--- src/rtl/pgl_pkg.sv ---
package pgl_pkg;

  typedef enum logic [1:0] {
    ST_IDLE = 2'd0,
    ST_LOAD = 2'd1,
    ST_PROG = 2'd2
  } pglState_t;

  typedef struct packed {
    logic latchAddr;
    logic setPage;
    logic commitByte;
    logic clearAll;
  } dpCtrl_t;

endpackage

--- src/rtl/pgl_pin_sync.sv ---
module pgl_pin_sync #(
  parameter int WIDTH  = 3,
  parameter int STAGES = 2
) (
  input  logic             clk,
  input  logic             rstN,
  input  logic [WIDTH-1:0] pinIn,
  output logic [WIDTH-1:0] pinSync
);

  logic [WIDTH-1:0] stageQ [STAGES];

  generate
    for (genvar s = 0; s < STAGES; s++) begin : g_stage
      always_ff @(posedge clk or negedge rstN) begin
        if (!rstN) begin
          stageQ[s] <= '1;
        end else if (s == 0) begin
          stageQ[s] <= pinIn;
        end else begin
          stageQ[s] <= stageQ[(s == 0) ? 0 : s-1];
        end
      end
    end
  endgenerate

  assign pinSync = stageQ[STAGES-1];

endmodule

--- src/rtl/pgl_datapath.sv ---
module pgl_datapath
  import pgl_pkg::*;
#(
  parameter int ADDR_W = 15,
  parameter int DATA_W = 8,
  parameter int OFF_W  = 7
) (
  input  logic                    clk,
  input  logic                    rstN,
  input  dpCtrl_t                 ctrl,
  input  logic [ADDR_W-1:0]       addrPin,
  input  logic [DATA_W-1:0]       dataPin,
  input  logic [OFF_W-1:0]        rdOffset,
  output logic                    pageMatch,
  output logic [ADDR_W-OFF_W-1:0] pageNum,
  output logic [(1<<OFF_W)-1:0]   validMask,
  output logic [DATA_W-1:0]       rdData
);

  localparam int PAGE_W     = ADDR_W - OFF_W;
  localparam int PAGE_BYTES = 1 << OFF_W;

  logic [OFF_W-1:0]  slotReg;
  logic [PAGE_W-1:0] pageReg;
  logic [DATA_W-1:0] bufMem [PAGE_BYTES];

  assign pageMatch = (addrPin[ADDR_W-1:OFF_W] == pageReg);
  assign pageNum   = pageReg;
  assign rdData    = bufMem[rdOffset];

  always_ff @(posedge clk or negedge rstN) begin
    if (!rstN) begin
      slotReg <= '0;
      pageReg <= '0;
    end else begin
      if (ctrl.latchAddr) slotReg <= addrPin[OFF_W-1:0];
      if (ctrl.setPage)   pageReg <= addrPin[ADDR_W-1:OFF_W];
    end
  end

  always_ff @(posedge clk or negedge rstN) begin
    if (!rstN) begin
      validMask <= '0;
    end else if (ctrl.clearAll) begin
      validMask <= '0;
    end else if (ctrl.commitByte) begin
      validMask[slotReg] <= 1'b1;
    end
  end

  always_ff @(posedge clk) begin
    if (ctrl.commitByte) bufMem[slotReg] <= dataPin;
  end

  // Mask only moves on a commit or a clear
  assert_mask_hold_R9: assert property (@(posedge clk) disable iff (!rstN)
    (!ctrl.commitByte && !ctrl.clearAll) |=> $stable(validMask));

  // A committed byte marks its slot
  assert_commit_marks_R5: assert property (@(posedge clk) disable iff (!rstN)
    (ctrl.commitByte && !ctrl.clearAll) |=> validMask[$past(slotReg)]);

endmodule

--- src/rtl/pgl_control.sv ---
module pgl_control
  import pgl_pkg::*;
#(
  parameter int WINDOW_CYC = 5000,
  parameter int PROG_CYC   = 150000
) (
  input  logic    clk,
  input  logic    rstN,
  input  logic    ceS,
  input  logic    weS,
  input  logic    oeS,
  input  logic    pageMatch,
  output dpCtrl_t ctrl,
  output logic    busy,
  output logic    progStart,
  output logic    pageErr
);

  localparam int WIN_W  = $clog2(WINDOW_CYC + 1);
  localparam int PROG_W = $clog2(PROG_CYC + 1);

  pglState_t   state;
  logic        prevActive;
  logic        inCycle;
  logic [WIN_W-1:0]  winCnt;
  logic [PROG_W-1:0] progCnt;

  logic activeS, startEdge, endEdge, accept, expire, progDone;

  assign activeS   = !ceS && !weS && oeS;
  assign startEdge = activeS && !prevActive;
  assign endEdge   = !activeS && prevActive;
  assign accept    = startEdge && (state == ST_IDLE || (state == ST_LOAD && pageMatch));
  assign pageErr   = startEdge && (state == ST_LOAD) && !pageMatch;
  assign expire    = (state == ST_LOAD) && (winCnt == WIN_W'(WINDOW_CYC - 1)) && !activeS;
  assign progDone  = (state == ST_PROG) && (progCnt == PROG_W'(PROG_CYC - 1));
  assign progStart = expire;
  assign busy      = (state == ST_PROG);

  always_comb begin
    ctrl            = '0;
    ctrl.latchAddr  = accept;
    ctrl.setPage    = accept && (state == ST_IDLE);
    ctrl.commitByte = endEdge && inCycle && (ceS || weS);
    ctrl.clearAll   = progDone;
  end

  always_ff @(posedge clk or negedge rstN) begin
    if (!rstN) begin
      prevActive <= 1'b0;
      inCycle    <= 1'b0;
    end else begin
      prevActive <= activeS;
      if (accept)       inCycle <= 1'b1;
      else if (endEdge) inCycle <= 1'b0;
    end
  end

  always_ff @(posedge clk or negedge rstN) begin
    if (!rstN) begin
      winCnt <= '0;
    end else if (accept) begin
      winCnt <= '0;
    end else if (state != ST_PROG && winCnt != WIN_W'(WINDOW_CYC - 1)) begin
      winCnt <= winCnt + 1'b1;
    end
  end

  always_ff @(posedge clk or negedge rstN) begin
    if (!rstN) begin
      state   <= ST_IDLE;
      progCnt <= '0;
    end else begin
      case (state)
        ST_IDLE: if (ctrl.commitByte) state <= ST_LOAD;
        ST_LOAD: if (expire) begin
          state   <= ST_PROG;
          progCnt <= '0;
        end
        ST_PROG: begin
          if (progDone) state <= ST_IDLE;
          else          progCnt <= progCnt + 1'b1;
        end
        default: state <= ST_IDLE;
      endcase
    end
  end

  // Programming starts right after the window closes
  assert_start_busy_R7: assert property (@(posedge clk) disable iff (!rstN)
    progStart |=> busy);

  // Busy period starts with a fresh counter
  assert_busy_count_R8: assert property (@(posedge clk) disable iff (!rstN)
    $rose(busy) |-> (progCnt == '0));

  // Page error is a single-clock pulse outside busy
  assert_err_pulse_R6: assert property (@(posedge clk) disable iff (!rstN)
    pageErr |=> !pageErr);
  assert_err_not_busy_R6: assert property (@(posedge clk) disable iff (!rstN)
    pageErr |-> !busy);

  // No byte lands while programming
  assert_no_commit_busy_R9: assert property (@(posedge clk) disable iff (!rstN)
    busy |-> !ctrl.commitByte);

endmodule

--- src/rtl/pgl_top.sv ---
module pgl_top
  import pgl_pkg::*;
#(
  parameter int ADDR_W     = 15,
  parameter int DATA_W     = 8,
  parameter int OFF_W      = 7,
  parameter int SYNC_STG   = 2,
  parameter int WINDOW_CYC = 5000,
  parameter int PROG_CYC   = 150000
) (
  input  logic                    clk,
  input  logic                    rstN,
  input  logic                    ceN,
  input  logic                    weN,
  input  logic                    oeN,
  input  logic [ADDR_W-1:0]       addrIn,
  input  logic [DATA_W-1:0]       dataIn,
  input  logic [OFF_W-1:0]        rdOffset,
  output logic [DATA_W-1:0]       rdData,
  output logic [(1<<OFF_W)-1:0]   validMask,
  output logic [ADDR_W-OFF_W-1:0] pageNum,
  output logic                    busy,
  output logic                    progStart,
  output logic                    pageErr
);

  logic [2:0] pinSync;
  logic       pageMatch;
  dpCtrl_t    ctrl;

  pgl_pin_sync #(.WIDTH(3), .STAGES(SYNC_STG)) sync_i (
    .clk     (clk),
    .rstN    (rstN),
    .pinIn   ({ceN, weN, oeN}),
    .pinSync (pinSync)
  );

  pgl_control #(.WINDOW_CYC(WINDOW_CYC), .PROG_CYC(PROG_CYC)) ctrl_i (
    .clk       (clk),
    .rstN      (rstN),
    .ceS       (pinSync[2]),
    .weS       (pinSync[1]),
    .oeS       (pinSync[0]),
    .pageMatch (pageMatch),
    .ctrl      (ctrl),
    .busy      (busy),
    .progStart (progStart),
    .pageErr   (pageErr)
  );

  pgl_datapath #(.ADDR_W(ADDR_W), .DATA_W(DATA_W), .OFF_W(OFF_W)) dp_i (
    .clk       (clk),
    .rstN      (rstN),
    .ctrl      (ctrl),
    .addrPin   (addrIn),
    .dataPin   (dataIn),
    .rdOffset  (rdOffset),
    .pageMatch (pageMatch),
    .pageNum   (pageNum),
    .validMask (validMask),
    .rdData    (rdData)
  );

  // Start and error never coincide
  assert_single_event_R6: assert property (@(posedge clk) disable iff (!rstN)
    $onehot0({progStart, pageErr}));

  // Leaving the busy period leaves an empty page
  assert_clear_on_done_R8: assert property (@(posedge clk) disable iff (!rstN)
    $fell(busy) |-> (validMask == '0));

endmodule

--- config.mk ---
export PLATFORM = sky130hd
export DESIGN_NAME = pgl_top
export DESIGN_NICKNAME = d
export VERILOG_FILES = /design/src/rtl/pgl_pkg.sv /design/src/rtl/pgl_pin_sync.sv /design/src/rtl/pgl_datapath.sv /design/src/rtl/pgl_control.sv /design/src/rtl/pgl_top.sv
export SDC_FILE = /design/constraint.sdc
export NUM_CORES = 1
export LEC_CHECK = 0
export BUFFER_PORTS_ARGS = -buffer_cell sky130_fd_sc_hd__buf_2
export CAP_MARGIN = 20
export CORE_ASPECT_RATIO = 0.6
export CORE_MARGIN = 10
export CORE_UTILIZATION = 30
export CTS_CLUSTER_DIAMETER = 40
export DETAILED_ROUTE_END_ITERATION = 16
export GPL_TIMING_DRIVEN = 0
export PLACE_DENSITY = 0.46
export SYNTH_ARGS = -nofsm -noshare
export SYNTH_HDL_FRONTEND = slang
export SYNTH_HIERARCHICAL = 1
export SYNTH_SLANG_ARGS = --single-unit
--- constraint.sdc ---
create_clock -name clk -period 3.9 [get_ports clk]
set_input_delay 0.195 -clock clk [delete_from_list [all_inputs] [get_ports clk]]
set_output_delay 0.195 -clock clk [all_outputs]
set_load 0.005 [all_outputs]
==> results of run 1 <==
## power groups by stage
stage | Combinational (mW) | Clock (mW) | Sequential (mW)
2_1_floorplan | 1.23 | 0 | 14.7
3_5_place_dp | 2.44 | 0 | 14.8
3_3_place_gp | 2.33 | 0 | 14.8
5_1_grt | 2.67 | 13.4 | 14.5
6_report | 2.49 | 12.6 | 14.5
4_1_cts | 2.50 | 12.9 | 14.5
## timing repair
item,4_1_cts,5_1_grt
pin swaps,0,1
hold endpoints to repair,227,0
resized for setup,63,15
setup buffers,2,2
endpoints found under the setup margin,515,109
hold buffers,23,0
## cell type report
type | count | area (um2) | area share [%]
clock buffer | 158 | 3530 | 6.36
tap | 2034 | 2540 | 4.59
clock inverter | 80 | 852 | 1.54
sequential | 1208 | 35400 | 63.7
buffer | 132 | 632 | 1.14
timing repair buffer | 234 | 1700 | 3.06
inverter | 8 | 30.0 | 0.0541
antenna | 2 | 5.00 | 0.00902
multi-input combinational | 944 | 10800 | 19.5
## worst max-delay path: cells and delay by family, from the launching register on
kind,cells,cell delay (ps)
buf+inv,3,1220
simple gates,4,1750
flops,1,510
## sequential cells by signal, summed over array words and instances, names as in the netlist, 2 cells and up
| name | count |
|---|---|
| dp_i/slotReg | 7 |
| sync_i/pinSync | 3 |
| dp_i/bufMem | 1024 |
| ctrl_i/state | 2 |
| ctrl_i/progCnt | 18 |
| dp_i/validMask | 128 |
| dp_i/pageNum | 8 |
| sync_i/stageQ | 3 |
| ctrl_i/winCnt | 13 |
## cell families after synthesis
| logic type | Yosys count | synth area share (%) |
|---|---|---|
| adders and majority gates | 2 | 0.0537 |
| and+or+nand+nor | 505 | 4.80 |
| DFF | 1208 | 75.8 |
| AOI/OAI and AO/OA | 44 | 0.563 |
| buffers and inverters | 140 | 1.33 |
| xor gates and xnor gates | 33 | 0.620 |
| muxes | 360 | 16.8 |
## cells in the mapped netlist, drive strengths merged, types with 4 or more instances
cell / n
nor2: 396
inv: 8
or3b: 4
nand3: 18
nand4: 10
mux4: 336
nor3b: 6
nand2: 15
nand4bb: 6
xnor2: 17
edfxtp: 1024
and3: 5
xor2: 16
dfstp: 6
dfrtp: 178
nand4b: 8
clkbuf: 79
nor3: 4
mux2: 23
buf: 53
a21oi: 28
or4b: 5
## through the flow
stage	utilization, %	cell area (um2)	power [mW]	hold WS (ps)
final	36.1	55500	29.6	47.2
after global routing	36.1	55500	30.6	57.1
after CTS	36.0	55400	29.9	17.8
after detailed placement	32.9	50600	17.2	258
after global placement	32.6	50000	17.1	304
after floorplan	-	46600	15.9	-101
## metal layers
metal	up-vias	share of wire, %	GRT usage [%]
met5	-	0	0
met3	152	8.6	4.21
met1	13400	47	24.0
met4	0	2.0	3.82
met2	1014	42	22.1
li1	9953	-	-
## cells in the final DEF, fill, tap and decap left out, types with 27 or more instances in the layout
cell type	count
dfrtp_1	178
a21oi_1	27
buf_2	186
nor2_2	57
buf_4	35
clkbuf_1	87
nor2_1	337
edfxtp_1	1024
clkbuf_16	136
mux4_2	336
## worst paths after layout
kind / startpoint / end / slack, ps / depth (start not counted)
max in group asynchronous: rstN / dp_i/validMask[80]$_DFFE_PN0P_ / 2760 / 3
worst min register to register: sync_i/stageQ[4]$_DFF_PN1_ / sync_i/pinSync[1]$_DFF_PN1_ / 360 / 0
min in group asynchronous: rstN / dp_i/validMask[52]$_DFFE_PN0P_ / 60 / 2
worst max-delay path: sync_i/pinSync[1]$_DFF_PN1_ / dp_i/bufMem[57][2]$_DFFE_PP_ / 20 / 7
worst max register to register: sync_i/pinSync[1]$_DFF_PN1_ / dp_i/bufMem[57][2]$_DFFE_PP_ / 20 / 7
worst min-delay path: dataIn[4] / dp_i/bufMem[95][4]$_DFFE_PP_ / 50 / 1
==> out/qor.yml, run 1 <==
run_status:
  status: "finished clean"
routing:
  avgRoutedWirePerCell_um: 28.8
  vias: 24500
  wirelength_mm: 138
  firstDrtPassIters: 5
  postRouteAntennaNets: 0
  drt_iter0_markers: 2838
  via_per_inst: 5.11
  drc_errors: 0
yosys:
  syn_area_per_cell_um2: 20.3
  synth.area.top_cells: "edfxtp_1, mux4_2, dfrtp_1"
  ys.warnings.count: 6
  syn_area_um2: 46600
  syn_nets: 2329
  synth_top_flop_cell: "edfxtp_1"
  synth_top_area_share_pct: 65.9
  synth-edff-count: 1024
  postSynth.asyncResetShare_pct: 15.2
  yosys.area.top_type: "edfxtp_1"
  synth_cell_types: 54
  syn_inst: 2292
  seq_area_frac_synth_pct: 75.8
  ys_ff_latch: 1208
clocking:
  htreeDepth: 4
  clkTransAtPathRegs_ps: 60
  cts_sinks: 1208
  cts_buffer_depth: 3
  cts_buffers: 130
  cts-root-buf: "clkbuf_16"
  cts_tree: "built"
  insertion_delay_ps: 750
setup_path:
  max_stage_delay_ps: 770
  crit_top_cell: "nor2_1"
  crit_chain: "buf_4 -> nor2_1 -> nor2_1 -> clkbuf_1 -> nand4bb_2 -> clkbuf_2 -> nor2_2"
  startpoint_type: "flip-flop"
  slowest_stage: "nor2_2"
  crit_path_end_kind: "flip-flop"
  critical_path_peak_fanout: 10
  critical_path_class: "flip-flop to flip-flop"
  required_ps: 4270
  worstPathArrival_ps: 4250
placed_design:
  gp_congestion: 0.810
  placement.io_buffers: 174
  post-place-cells: 4526
  dp_slack_ps: -442
  dp_hpwl_mm: 97.4
power_and_ir_drop:
  swShare_pct: 24.0
  power_frac_comb_pct: 8.4
  total_leakage_power_nw: 18.8
  p_switching_mw: 7.10
  p_clk_share_pct: 42.5
  intPower_mw: 22.5
  powerDensity_nw_per_um2: 533
  irDropWorstVdd_mv: 0.412
  pwr-share-seq_pct: 49.1
die:
  die_h_um: 325
  dieWidth_um: 529
  die_area_um2: 172000
  io_pins: 182
  start_util_pct: 30.4
  rows: 111
  core_area_um2: 154000
hold_path:
  hp-class: "primary input to flip-flop"
sta:
  max_freq_mhz: 258
  drv_slew: 0
  setup_ws_ps: 18.5
  worst_pin_slew_ps: 1090
  setup_viol_count_final: 0
  finalCritPeriodShare_pct: 99.5
  skew_ps: 31.1
  setup_tns_ps: 0
  slew_headroom_pct: 27.2
  fin_crit_ps: 3880
  hold_viol_final: 0
  rsz0062_at_grt: "yes"
layout:
  nFillCells: 14200
  layout.nets: 2695
  final_cells: 4800
  drive_gt1_share_pct: 33.0
  syn_to_final_growth_pct: 19.0
global_routing:
  grt_max_degree: 113
  grt_pass1_wl_mm: 194
  grt_pass1_vias: 24700
  grt_overflow: 0
  grt_usage_pct: 15.7
  antenna_found_initial: 16
flow_run:
  maxCapViolations: 0
No activity file was read; power rests on OpenSTA's default activity.
==> run 2, diff against run 1 <==
--- a/config.mk
+++ b/config.mk
@@ -7,14 +7,15 @@
 export LEC_CHECK = 0
 export BUFFER_PORTS_ARGS = -buffer_cell sky130_fd_sc_hd__buf_2
 export CAP_MARGIN = 20
+export CELL_PAD_IN_SITES_DETAIL_PLACEMENT = 0
+export CELL_PAD_IN_SITES_GLOBAL_PLACEMENT = 1
 export CORE_ASPECT_RATIO = 0.6
-export CORE_MARGIN = 10
+export CORE_MARGIN = 2
 export CORE_UTILIZATION = 30
 export CTS_CLUSTER_DIAMETER = 40
 export DETAILED_ROUTE_END_ITERATION = 16
 export GPL_TIMING_DRIVEN = 0
-export PLACE_DENSITY = 0.46
+export PLACE_DENSITY = 0.5
 export SYNTH_ARGS = -nofsm -noshare
 export SYNTH_HDL_FRONTEND = slang
-export SYNTH_HIERARCHICAL = 1
 export SYNTH_SLANG_ARGS = --single-unit
==> out/qor.yml, run 2 <==
sta:
  slew_headroom_pct: 23.0  # -4.2 points
  fin_crit_ps: 3870  # -16.2 ps
  drv_slew: 0  # unchanged
  rsz0062_at_grt: "yes"
  finalCritPeriodShare_pct: 99.1  # -0.42 points
  setup_viol_count_final: 0  # unchanged
  setup_ws_ps: 34.8  # +16.2 ps
  hold_viol_final: 0  # unchanged
  worst_pin_slew_ps: 1150  # +63.5 ps
  max_freq_mhz: 259  # +0.42%
  skew_ps: 25.3  # -5.73 ps
  holdWs_ps: 32.5  # -14.7 ps
die:
  io_pins: 182  # unchanged
  dieWidth_um: 512  # -3.2%
  die_area_um2: 158000  # -8.1%
  core_area_um2: 153000  # -0.27%
  start_util_pct: 30.3  # about the same
  die_h_um: 309  # -5.1%
  rows: 111  # unchanged
global_routing:
  grt_max_degree: 97  # -14%
  grt_usage_pct: 17.1  # +1.4 points
  grt_overflow: 0  # unchanged
  grt_pass1_vias: 23600  # -4.2%
  antenna_found_initial: 17  # +1
  grt_pass1_wl_mm: 187  # -3.4%
layout:
  regMostFlops: "dp_i.bufMem"
  final_common_cell: "edfxtp_1"
  reg_top3: "dp_i.bufMem x1024, dp_i.validMask x128, ctrl_i.progCnt x18"
  layout.nets: 2578  # -4.3%
  drive_gt1_share_pct: 32.3  # -0.63 points
  largest_reg_flops: 1024  # unchanged
  nFillCells: 14000  # -1.3%
  multi_input_area_um2: 10600  # -1.9%
  seq_area_um2: 35400  # unchanged
  final_cell_mix: "edfxtp_1, mux4_2, dfrtp_1, buf_2, nor2_1"
  design_area_um2: 55700  # +0.41%
  fin_util_pct: 36.4  # +0.25 points
  final_cells: 4689  # -2.3%
  syn_to_final_growth_pct: 19.9
setup_path:
  critical_path_peak_fanout: 10  # unchanged
  regToRegSetupSlack_ps: 300  # +280 ps
  critical_path_class: "primary input to output pin"
  crit_path_end_kind: "output pin"
  required_ps: 3700  # -570 ps
  worstPathArrival_ps: 3670  # -580 ps
  startpoint_type: "primary input"
routing:
  avgRoutedWirePerCell_um: 28.8  # about the same
  wirelength_mm: 135  # -2.3%
  postRouteAntennaNets: 0  # unchanged
  drc_errors: 0  # unchanged
  via_per_inst: 5.06  # -0.95%
  drt_iter0_markers: 2159  # -24%
  vias: 23700  # -3.2%
  firstDrtPassIters: 5  # unchanged
power_and_ir_drop:
  total_leakage_power_nw: 18.8  # about the same
  irDropWorstVdd_mv: 0.453  # +9.8%
  powerDensity_nw_per_um2: 556  # +4.2%
yosys:
  synth_cell_types: 50  # -7.4%
  synth-edff-count: 1024  # unchanged
  synthMostInstantiatedCell: "edfxtp_1"
  synth_common_cells: "edfxtp_1, mux4_2, dfrtp_1"
  syn_area_per_cell_um2: 21.6  # +6.0%
  seq_area_frac_synth_pct: 76.1  # +0.26 points
  syn_area_um2: 46500  # -0.34%
  postSynth.asyncResetShare_pct: 15.2  # unchanged
  ys.warnings.count: 0  # -6
  syn_nets: 2196  # -5.7%
  synth_top_area_share_pct: 66.2  # +0.23 points
  synth_top_flop_cell: "edfxtp_1"
  synth.area.top_cells: "edfxtp_1, mux4_2, dfrtp_1"
  ys_ff_latch: 1208  # unchanged
  yosys.area.top_type: "edfxtp_1"
  syn_inst: 2155  # -6.0%
clocking:
  cts_sinks: 1208  # unchanged
  htreeDepth: 4  # unchanged
  cts_tree: "built"
  clkTransAtPathRegs_ps: 50  # about the same
  cts-root-buf: "clkbuf_16"
  cts_buffer_depth: 3  # unchanged
  insertion_delay_ps: 780  # +30 ps
  cts_buffers: 137  # +5.4%
run_status:
  status: "finished clean"
placed_design:
  gp_congestion: 0.789  # -2.6%
  place_area_um2: 50400  # -0.27%
  placement.io_buffers: 174  # unchanged
  dp_hpwl_mm: 94.8  # -2.6%
  post-place-cells: 4390  # -3.0%
  dp_slack_ps: -299  # +143 ps
flow_run:
  maxCapViolations: 0  # unchanged
hold_path:
  hp-class: "primary input to async pin"
## run 2: cell types whose count changed in the layout (fill, tap and decap cells not counted), sizes merged, moves of 18 or more
cell | before | now
nor2 | 396 | 159
o21a | 1 | 130
a21oi | 28 | 6
nand2 | 15 | 33
## run 2: through the flow
step,power [mW],TNS [ps]
6_report,31.0,0
5_1_grt,32.0,-1.24
3_5_place_dp,17.7,-1950
2_1_floorplan,16.1,0
3_3_place_gp,17.5,-287890
4_1_cts,31.3,0
## run 2: final cells by class
| type | count | share of cell area [%] |
|---|---|---|
| Timing Repair Buffer | 243 | 3.29 |
| Antenna cell | 4 | 0.0180 |
| Sequential cell | 1208 | 63.5 |
| Inverter | 7 | 0.0472 |
| Tap cell | 2034 | 4.57 |
| Clock inverter | 88 | 1.95 |
| Multi-Input combinational cell | 829 | 19.1 |
| Clock buffer | 165 | 6.60 |
| Buffer | 111 | 0.970 |
## run 2: what timing repair did
item | 4_1_cts | 5_1_grt
endpoints found under the hold margin | 347 | 0
hold buffers | 26 | 0
endpoints found under the setup margin | 8 | 12
gates cloned | 0 | 0
gates resized for setup | 15 | 4
setup buffers | 0 | 0
## run 2: cell families (layout without fill, tap and decap cells)
family	after synthesis	in the layout	share of synthesized area [%]
compound gates	182	182	2.90
xor+xnor	20	20	0.377
fa+ha+maj	6	6	0.162
buf+inv	118	614	1.09
flops	1208	1208	76.1
mux	361	361	16.9
other cells	0	4	0
simple gates	260	260	2.50
## run 2: report_power, final
| group | switching [mW] | internal (mW) |
|---|---|---|
| clock | 5.60 | 7.89 |
| combinational | 1.79 | 1.09 |
| sequential | 0.277 | 14.3 |
## run 2: worst paths after layout
path	cells past startpoint	startpoint	to
max in group asynchronous	3	rstN	dp_i.validMask[27]$_DFFE_PN0P_
hold reg to reg	0	sync_i.stageQ[3]$_DFF_PN1_	sync_i.pinSync[0]$_DFF_PN1_
hold / removal	2	rstN	dp_i.validMask[115]$_DFFE_PN0P_
setup reg to reg	8	ctrl_i.state[0]$_DFFE_PN0P_	dp_i.validMask[27]$_DFFE_PN0P_
min in group clk	1	dataIn[2]	dp_i.bufMem[18][2]$_DFFE_PP_
setup / recovery	8	rdOffset[0]	rdData[3]
## run 2: worst max-delay path, cell delays in order
cell,delay (ps)
clkbuf_1,300
buf_2,440
buf_4,410
mux4_2,600
mux4_2,660
mux4_2,550
mux2_2,340
buf_2,150
## run 2: routing by layer
| metal | vias to the layer above | track usage, % | share of wire [%] |
|---|---|---|---|
| met5 | - | 0 | 0.035 |
| met4 | 6 | 5.41 | 2.5 |
| met3 | 196 | 5.67 | 9.5 |
| met2 | 927 | 23.8 | 42 |
| met1 | 12900 | 25.1 | 46 |
| li1 | 9732 | - | - |
